--- config.mk ---
export PLATFORM = sky130hd
export DESIGN_NAME = spi_cp0_engine
export DESIGN_NICKNAME = d
export VERILOG_FILES = /design/src/rtl/spi_cp0_pkg.sv /design/src/rtl/spi_cp0_sync.sv /design/src/rtl/spi_cp0_clkgen.sv /design/src/rtl/spi_cp0_shifter.sv /design/src/rtl/spi_cp0_engine.sv
export SDC_FILE = /design/constraint.sdc
export NUM_CORES = 1
export LEC_CHECK = 0
export CAP_MARGIN = 10
export CORE_ASPECT_RATIO = 0.7
export CORE_MARGIN = 3
export CORE_UTILIZATION = 49
export CTS_CLUSTER_DIAMETER = 30
export DETAILED_ROUTE_END_ITERATION = 8
export DONT_BUFFER_PORTS = 1
export PLACE_DENSITY_LB_ADDON = 0.3
export SETUP_SLACK_MARGIN = 0.02
export SLEW_MARGIN = 40
export SYNTH_ARGS = -nofsm -noshare
export SYNTH_HDL_FRONTEND = slang
export SYNTH_SLANG_ARGS = --single-unit
--- constraint.sdc ---
create_clock -name clk -period 2.85 [get_ports clk]
set_clock_uncertainty 0.2 [all_clocks]
set_input_delay 0.285 -clock clk [delete_from_list [all_inputs] [get_ports clk]]
set_output_delay 0.285 -clock clk [all_outputs]
set_load 0.05 [all_outputs]
--- src/rtl/spi_cp0_pkg.sv ---
package spi_cp0_pkg;
  typedef enum logic {ROLE_SLAVE = 1'b0, ROLE_MASTER = 1'b1} role_e;

  // Index of the sync vector lanes
  localparam int LANE_SDI  = 0;
  localparam int LANE_SS   = 1;
  localparam int LANE_SCLK = 2;
  localparam int LANES     = 3;
endpackage

--- src/rtl/spi_cp0_sync.sv ---
module spi_cp0_sync #(
  parameter int          W       = 3,
  parameter logic [W-1:0] RST_VAL = '0
) (
  input  logic         clk,
  input  logic         rst,
  input  logic [W-1:0] d,
  output logic [W-1:0] q
);
  logic [W-1:0] stage1;

  for (genvar i = 0; i < W; i++) begin : g_lane
    always_ff @(posedge clk) begin
      if (rst) begin
        stage1[i] <= RST_VAL[i];
        q[i]      <= RST_VAL[i];
      end else begin
        stage1[i] <= d[i];
        q[i]      <= stage1[i];
      end
    end
  end
endmodule

--- src/rtl/spi_cp0_clkgen.sv ---
module spi_cp0_clkgen #(
  parameter int DIV_W  = 8,
  parameter int DATA_W = 8
) (
  input  logic             clk,
  input  logic             rst,
  input  logic             start,
  input  logic             cpol,
  input  logic [DIV_W-1:0] div,
  output logic             sclk,
  output logic             lead,
  output logic             trail,
  output logic             running
);
  localparam int NTOG = 2 * DATA_W;
  localparam int TW   = $clog2(NTOG + 1);

  logic [DIV_W-1:0] cnt;
  logic [DIV_W-1:0] div_eff;
  logic [TW-1:0]    tog;
  logic             hit;

  assign div_eff = (div < DIV_W'(2)) ? DIV_W'(2) : div;
  assign hit     = running && (cnt == div_eff - DIV_W'(1));
  assign lead    = hit && !tog[0];
  assign trail   = hit && tog[0];

  always_ff @(posedge clk) begin
    if (rst) begin
      running <= 1'b0;
      cnt     <= '0;
      tog     <= '0;
      sclk    <= cpol;
    end else if (!running) begin
      sclk <= cpol;
      cnt  <= '0;
      tog  <= '0;
      if (start) running <= 1'b1;
    end else if (hit) begin
      cnt  <= '0;
      sclk <= ~sclk;
      tog  <= tog + TW'(1);
      if (tog == TW'(NTOG - 1)) running <= 1'b0;
    end else begin
      cnt <= cnt + DIV_W'(1);
    end
  end
endmodule

--- src/rtl/spi_cp0_shifter.sv ---
module spi_cp0_shifter #(
  parameter int DATA_W = 8
) (
  input  logic              clk,
  input  logic              rst,
  input  logic              load,
  input  logic [DATA_W-1:0] load_data,
  input  logic              abort,
  input  logic              lead,
  input  logic              trail,
  input  logic              din,
  input  logic              lsb_first,
  output logic              sdo,
  output logic              active,
  output logic              done,
  output logic [DATA_W-1:0] rx_data
);
  localparam int CW = $clog2(DATA_W + 1);

  logic [DATA_W-1:0] sh;
  logic [CW-1:0]     cnt;
  logic              samp;

  assign sdo = lsb_first ? sh[0] : sh[DATA_W-1];

  always_ff @(posedge clk) begin
    if (rst) begin
      sh      <= '0;
      cnt     <= '0;
      active  <= 1'b0;
      done    <= 1'b0;
      samp    <= 1'b0;
      rx_data <= '0;
    end else begin
      done <= 1'b0;
      if (load) begin
        sh     <= load_data;
        cnt    <= '0;
        active <= 1'b1;
      end else if (abort) begin
        active <= 1'b0;
        cnt    <= '0;
      end else if (active) begin
        if (lead && cnt < CW'(DATA_W)) begin
          samp <= din;
          cnt  <= cnt + CW'(1);
          if (cnt == CW'(DATA_W - 1)) begin
            done    <= 1'b1;
            rx_data <= lsb_first ? {din, sh[DATA_W-1:1]} : {sh[DATA_W-2:0], din};
          end
        end else if (trail && cnt != '0) begin
          sh <= lsb_first ? {samp, sh[DATA_W-1:1]} : {sh[DATA_W-2:0], samp};
          if (cnt == CW'(DATA_W)) active <= 1'b0;
        end
      end
    end
  end
endmodule

--- src/rtl/spi_cp0_engine.sv ---
module spi_cp0_engine
  import spi_cp0_pkg::*;
#(
  parameter int DATA_W = 8,
  parameter int DIV_W  = 8
) (
  input  logic              clk,
  input  logic              rst,
  input  logic              master,
  input  logic              lsb_first,
  input  logic              cpol,
  input  logic [DIV_W-1:0]  clk_div,
  input  logic [DATA_W-1:0] tx_byte,
  input  logic              tx_start,
  input  logic              sclk_in,
  input  logic              ss_n_in,
  input  logic              sdi,
  output logic              sclk_out,
  output logic              sdo,
  output logic              sdo_en,
  output logic              busy,
  output logic              done,
  output logic [DATA_W-1:0] rx_byte
);
  logic [LANES-1:0] pins_raw, pins_s;
  logic s_sclk, s_ss, s_sdi;
  logic sclk_q, ss_q;
  logic is_master;

  assign is_master = (role_e'(master) == ROLE_MASTER);

  assign pins_raw[LANE_SDI]  = sdi;
  assign pins_raw[LANE_SS]   = ss_n_in;
  assign pins_raw[LANE_SCLK] = sclk_in;

  spi_cp0_sync #(.W(LANES), .RST_VAL(LANES'(1) << LANE_SS)) u_sync (
    .clk(clk), .rst(rst), .d(pins_raw), .q(pins_s)
  );

  assign s_sclk = pins_s[LANE_SCLK];
  assign s_ss   = pins_s[LANE_SS];
  assign s_sdi  = pins_s[LANE_SDI];

  // Slave-side edge detection in the system clock domain
  logic ss_fall, ss_rise, sclk_chg, sl_lead, sl_trail;
  assign ss_fall  = !is_master && !s_ss && ss_q;
  assign ss_rise  = !is_master && s_ss && !ss_q;
  assign sclk_chg = s_sclk != sclk_q;
  assign sl_lead  = !is_master && !s_ss && sclk_chg && (s_sclk != cpol);
  assign sl_trail = !is_master && !s_ss && sclk_chg && (s_sclk == cpol);

  logic slave_drive;
  always_ff @(posedge clk) begin
    if (rst) begin
      sclk_q      <= 1'b0;
      ss_q        <= 1'b1;
      slave_drive <= 1'b0;
    end else begin
      sclk_q <= s_sclk;
      ss_q   <= s_ss;
      if (is_master || ss_rise) slave_drive <= 1'b0;
      else if (ss_fall)         slave_drive <= 1'b1;
    end
  end

  // Master clock generation
  logic m_run, m_lead, m_trail, m_start;
  assign m_start = is_master && tx_start && !m_run;

  spi_cp0_clkgen #(.DIV_W(DIV_W), .DATA_W(DATA_W)) u_clkgen (
    .clk(clk), .rst(rst), .start(m_start), .cpol(cpol), .div(clk_div),
    .sclk(sclk_out), .lead(m_lead), .trail(m_trail), .running(m_run)
  );

  // Shared shifter
  logic sh_active;
  spi_cp0_shifter #(.DATA_W(DATA_W)) u_shift (
    .clk(clk), .rst(rst),
    .load(is_master ? m_start : ss_fall),
    .load_data(tx_byte),
    .abort(ss_rise),
    .lead(is_master ? m_lead : sl_lead),
    .trail(is_master ? m_trail : sl_trail),
    .din(is_master ? sdi : s_sdi),
    .lsb_first(lsb_first),
    .sdo(sdo), .active(sh_active), .done(done), .rx_data(rx_byte)
  );

  assign busy   = is_master ? m_run : sh_active;
  assign sdo_en = is_master ? m_run : slave_drive;
endmodule

== Word level (Yosys, flattened, before mapping) ==
Cells that the tools add are included.

* Flip-flop bits (word level): 47
* Output and inout bits: 13
* Word-level logic and storage cells: 102

* Add/subtract/negate cells: 4
* Magnitude comparators: 2
* Equal/unequal tests: 10
* Multiplexer cells: 29
* Bitwise logic cells: 6
* Reduce and logical (&&, ||, !) cells: 32

{| class="wikitable"
|+ Operators with widths
! kind !! number
|-
| $mux 8 || 8
|-
| $mux 1 || 21
|-
| $logic_and 1x1->1 || 14
|-
| $add 8x1->8 const B || 1
|-
| $eq 8x8->1 || 1
|-
| $lt 8x2->1 const B || 1
|-
| $reduce_and 4->1 || 2
|-
| $sub 8x1->8 const B || 1
|-
| $not 1->1 || 6
|-
| $reduce_or 3->1 || 2
|-
| $add 5x1->5 const B || 1
|-
| $eq 5x4->1 const B || 1
|-
| $logic_not 1->1 || 5
|-
| $reduce_and 5->1 || 1
|-
| $reduce_or 5->1 || 1
|-
| $add 4x1->4 const B || 1
|-
| $eq 4x3->1 const B || 1
|-
| $eq 4x4->1 const B || 1
|-
| $lt 4x4->1 const B || 1
|-
| $ne 2x1->1 const B || 2
|-
| $reduce_bool 2->1 || 2
|-
| $reduce_bool 4->1 || 1
|-
| $reduce_or 2->1 || 2
|-
| $ne 3x3->1 const B || 1
|-
| other kinds (4) || 5
|}

== Depth between registers and ports, before layout ==
* Depth in word-level cells: 13
* Depth in mapped cells: 14

== Hierarchy ==
A second synthesis with hierarchy kept.

* Cells, all modules: 269
* Area, all modules: 2434.8 µm²

{| class="wikitable"
|+ Modules (own cells, without submodules)
! module !! instances !! cells each !! area an instance (µm²)
|-
| spi_cp0_shifter || 1 || 122 || 1127.3
|-
| spi_cp0_clkgen || 1 || 108 || 930.9
|-
| spi_cp0_engine || 1 || 27 || 219.0
|-
| spi_cp0_sync || 1 || 12 || 157.7
|}

== Least setup slack after synthesis ==
OpenSTA, ideal clock, no wires.

* Kind: input to register
* Start: input clk_div[2]
* End: register u_shift.rx_data[1]
* Setup time: 0.119 ns
* Arrival: 2.777 ns
* Path slack: -0.245 ns
* Cell stages on the path: 13
* Path buffers: 3
* Cell sequence: buf_6 -> or3_4 -> o31ai_4 -> ha_1 -> nor3b_1 -> nand2_1 -> xnor2_1 -> nor3_4 -> a41o_1 -> buf_6 -> and4_4 -> buf_6 -> o221a_2

* Longest elaborated chain between the ends: 9

{| class="wikitable"
|+ RTL lines
! element !! RTL line !! RTL
|-
| start: declaration || spi_cp0_engine.sv:12 || <nowiki>input logic [DIV_W-1:0] clk_div,</nowiki>
|-
| $lt 8x2->1 || spi_cp0_clkgen.sv:23 || <nowiki>assign div_eff = (div < DIV_W'(2)) ? DIV_W'(2) : div;</nowiki>
|-
| $mux 8 (*) || spi_cp0_clkgen.sv:23 ||
|-
| $sub 8x1->8 (*) || spi_cp0_clkgen.sv:24 || <nowiki>assign hit = running && (cnt == div_eff - DIV_W'(1));</nowiki>
|-
| $eq 8x8->1 (*) || spi_cp0_clkgen.sv:24 ||
|-
| $logic_and 1x1->1 (*) || spi_cp0_clkgen.sv:24 ||
|-
| $logic_and 1x1->1 (*) || spi_cp0_clkgen.sv:25 || <nowiki>assign lead = hit && !tog[0];</nowiki>
|-
| $mux 1 (*) || spi_cp0_engine.sv:82 || <nowiki>.lead(is_master ? m_lead : sl_lead),</nowiki>
|-
| $logic_and 1x1->1 (*) || spi_cp0_shifter.sv:44 || <nowiki>if (lead && cnt < CW'(DATA_W)) begin</nowiki>
|-
| $reduce_and 5->1 (no line) (*) || -- ||
|-
| end signal: assignment || spi_cp0_shifter.sv:49 || <nowiki>rx_data <= lsb_first ? {din, sh[DATA_W-1:1]} : {sh[DATA_W-2:0], din};</nowiki>
|-
| end: declaration || spi_cp0_shifter.sv:16 || <nowiki>output logic [DATA_W-1:0] rx_data</nowiki>
|}

Every way passes the cells marked *; elsewhere a longest branch is shown, timed or not.
A chain may end at the register's enable or synchronous reset.

== Worst setup path after layout ==
* Start: input clk_div[6]
* End: register u_shift.samp

* Longest elaborated chain between the ends: 9

{| class="wikitable"
|+ RTL lines
! element !! RTL line !! RTL
|-
| $lt 8x2->1 || spi_cp0_clkgen.sv:23 ||
|-
| $mux 8 (*) || spi_cp0_clkgen.sv:23 ||
|-
| $sub 8x1->8 (*) || spi_cp0_clkgen.sv:24 ||
|-
| $eq 8x8->1 (*) || spi_cp0_clkgen.sv:24 ||
|-
| $logic_and 1x1->1 (*) || spi_cp0_clkgen.sv:24 ||
|-
| $logic_and 1x1->1 (*) || spi_cp0_clkgen.sv:25 ||
|-
| $mux 1 (*) || spi_cp0_engine.sv:82 ||
|-
| $logic_and 1x1->1 (*) || spi_cp0_shifter.sv:44 ||
|-
| $reduce_and 4->1 (no line) (*) || -- ||
|-
| end signal: assignment || spi_cp0_shifter.sv:45 || <nowiki>samp <= din;</nowiki>
|-
| end: declaration || spi_cp0_shifter.sv:22 || <nowiki>logic samp;</nowiki>
|}

Marks and branches as above.

==> impl_results.md <==
* Num Clock Sinks at between 40 and 50
* First-pass GRT wire length at 9320 um
* DR pass1 iterations at 4
* Slew Limit Fails at 0
* Most Crowded Layer GR: met1
* H-tree levels at 2
* Core Rows at 21
* Drt drc at 0
* Largest family of logic cells by synthesized area: simple AND/OR/NAND/NOR gates
* Cells after Synth at approximately 300
* Initial Util at 52.0%
* Clk pin slew, worst setup/hold paths at 0.09 ns
* Main synth FF type: dfxtp_1
* Die H at 66.3 um
* Mapped Area at approximately 2500 sq um
* Met1 usage in global routing at 28.3%
* Detailed-route via count at 2081
* Post-layout nets at 336
* Lkg Pwr at 1.09 nW
* Critical path, cell by cell: or3_4 -> nor3_1 -> nor2_1 -> ha_2 -> xor2_1 -> or3_1 -> nand3_1 -> o2111a_2 -> a41o_1 -> buf_4 -> a21oi_1 -> a311oi_1
* Area Growth Syn to Fin at 11.9%
* Die width at 92.1 um
* CP Class: in2reg
* Total of max-cap violations at 0
* Status: finished, final reports clean
* CP Data Arrival Time at 2.67 ns
* Dpl hpwl at 4080 um
* IO Pins at 38
* ANT cells at 0
* Number of synthesized flops with an enable pin at 1
* Critical Path RT at approximately 2.9 ns
* WL final at 5600 um
* Fin crit share at between 90% and 100%
* Worst Setup End Kind: register
* Inst Count DP at 360
* Avg WL per Cell at between 10 and 15 um
* Gpl congestion at 0.863
* Post-route insts no fill at 375
* Post-DP Area at 2660 sq um
* Vias per inst at 5.55
* Core Area at slightly below 5000 sq um
* Final Power at approximately 1.2 mW
* Worst slew margin at 48.1%
* RSZ-0062 raised after global routing: no
* Largest net degree at the start of global routing at 23
* Flops & latches, synth at 47
* Final Setup Violations at 0
* IO Port Bufs at 0
* Power density over the cells at 439 nW/um^2
* Crit path time final at 2.66 ns
* Synthesized net count at between 300 and 400
* Distinct cells, synth at 53
* Final hold vios at 0
* Largest stage delay, worst path at 0.39 ns
* Initial DRC count at 143
* Slowest-stage cell, CP: or3_4
* Worst setup margin at 0.190 ns
* Post-synthesis mux area share at 4.82%
* IR Drop Worst-Case VDD at around 0.00032 V
* Worst Tran Pin Value at 0.776 ns
* CTS buffer count at 5
* Setup WS pre-CTS at -0.258 ns
* Grt met2 use at 26.2%
* Die Area at 6110 sq um
* Maximum clock rate at 376 MHz
* Buffer depth of the longest clock path at 2
* Worst skew pair latency at ~0.30 ns
* Post-Syn Area per Cell at 8.71 sq um
* Synth Area in Compound Gates at 17.9%
* CTS tree: built
* CP Launch Type: input pin
* Detail Route Antenna Nets at 0
* Vias in the first global route at 1917
* Layout fillers at 459
* Grt ovf at 0
* Setup slack, reg-to-reg at ~0.44 ns
* Xor and xnor area share after synthesis at 6.54%
* Root Driver: clkbuf_8
* Simple-gate share of the synthesized area at approximately 25%
* CP Max Fanout at 4
* Ys async rst share at 0%
* Hold Path Class: in2reg
* Post-synthesis sequential area ratio at 37.4%
* Initial antenna violation count at 0
* All-Layer GR Usage at 19.3%
* M3 GR Usage at 6.03%
* Synth warn at 0
* Post-route cell area at approximately 2800 sq um
* Layout cells sized above 1 at 14.1%
* Post-Synth Adder-Cell Area at 3.34%
[critical path, delay by kind of cell]
| kind | cells | cell delay [ns] |
|---|---|---|
| buffers and inverters | 1 | 0.16 |
| adders and majority gates | 1 | 0.19 |
| and+or+nand+nor | 5 | 1.04 |
| xor gates and xnor gates | 1 | 0.14 |
| AOI/OAI and AO/OA | 4 | 0.84 |
[area by class of cell]
class / count / area (sq um) / share of cell area [%]
timing repair buffer: 20 / 168 / 5.89
clock buffer: 7 / 86.3 / 3.03
tap: 69 / 86.3 / 3.03
inverter: 13 / 48.8 / 1.71
multi-input combinational: 218 / 1500 / 52.6
clock inverter: 1 / 8.76 / 0.308
sequential: 47 / 951 / 33.4
[worst paths after layout]
kind                                       to              from  cells after the start
worst max-delay path             u_shift.samp        clk_div[6]                     12
worst min-delay path            u_shift.sh[5]        tx_byte[5]                      3
worst max register to register  u_shift.sh[0]   u_clkgen.cnt[5]                      7
worst min register to register    u_sync.q[1]  u_sync.stage1[1]                      1
[registers in the layout (all words and copies together), names as in the netlist, 3 cells and up]
| signal | count |
|---|---|
| u_clkgen.cnt | 8 |
| u_clkgen.tog | 5 |
| u_shift.cnt | 4 |
| u_shift.rx_data | 8 |
| u_shift.sh | 8 |
| u_sync.q | 3 |
| u_sync.stage1 | 3 |
[power breakdown]
| part | internal (mW) | switching (mW) |
|---|---|---|
| Clock | 0.199 | 0.222 |
| Sequential | 0.673 | 0.0165 |
| Combinational | 0.0600 | 0.0772 |
[stage by stage]
step | hold WS, ns | TNS [ns] | utilization [%]
finish | 0.0559 | 0 | 58.2
global route | 0.0626 | 0 | 58.2
global placement | 0.157 | -2.02 | 54.3
detailed placement | 0.159 | -4.43 | 54.5
floorplan | 0.157 | -1.08 | -
CTS | 0.0516 | 0 | 57.9
[placed cells by master, fill, tap and decap left out, drive strengths merged, types with 6 or more instances in the layout]
| cell type | n |
|---|---|
| inv | 13 |
| nor3 | 7 |
| and3 | 8 |
| buf | 13 |
| nand3 | 11 |
| nor2b | 7 |
| a211o | 8 |
| clkbuf | 7 |
| dlygate4sd3 | 7 |
| ha | 6 |
| xnor2 | 7 |
| nand2b | 6 |
| xor2 | 12 |
| dfxtp | 46 |
| o221a | 6 |
| mux2i | 10 |
| a21oi | 16 |
| nand2 | 26 |
| and2 | 6 |
| nor2 | 36 |
[repair_timing]
| action | in CTS | in global routing |
|---|---|---|
| setup endpoints to repair | 0 | 21 |
| hold buffers | 7 | 0 |
| gates resized for setup | 0 | 5 |
| buffers inserted | 0 | 0 |
| hold endpoints to repair | 23 | 0 |
[cells by family after synthesis]
group | Yosys count
AO/OA/AOI/OAI | 57
XOR/XNOR | 19
adder cells (fa/ha/maj) | 7
buffers and inverters | 27
flip-flops | 47
multiplexers | 12
AND/OR/NAND/NOR | 123
[metal layers]
layer,up-vias,share of wire (%)
met3,5,7.7
met5,-,0
li1,1055,-
met2,49,41
met1,972,51
met4,0,0.82
[cell usage after synthesis (3+ instances only)]
library cell,instances,area [sq um]
a211o_1,8,70.1
a21oi_1,16,80.1
a311oi_1,3,26.3
and2_1,6,37.5
and3_1,8,50.1
buf_6,5,56.3
clkbuf_1,7,26.3
dfxtp_1,46,921
ha_1,6,75.1
inv_1,13,48.8
mux2i_1,10,100
nand2_1,26,97.6
nand2b_1,6,37.5
nand3_1,11,55.1
nand4_1,3,18.8
nor2_1,36,135
nor2b_1,7,43.8
nor3_1,6,30.0
o21ai_0,4,20.0
o221a_2,4,45.0
or2_2,3,18.8
xnor2_1,7,61.3
xor2_1,12,105
Note: power is estimated with default switching activity, not from simulation.
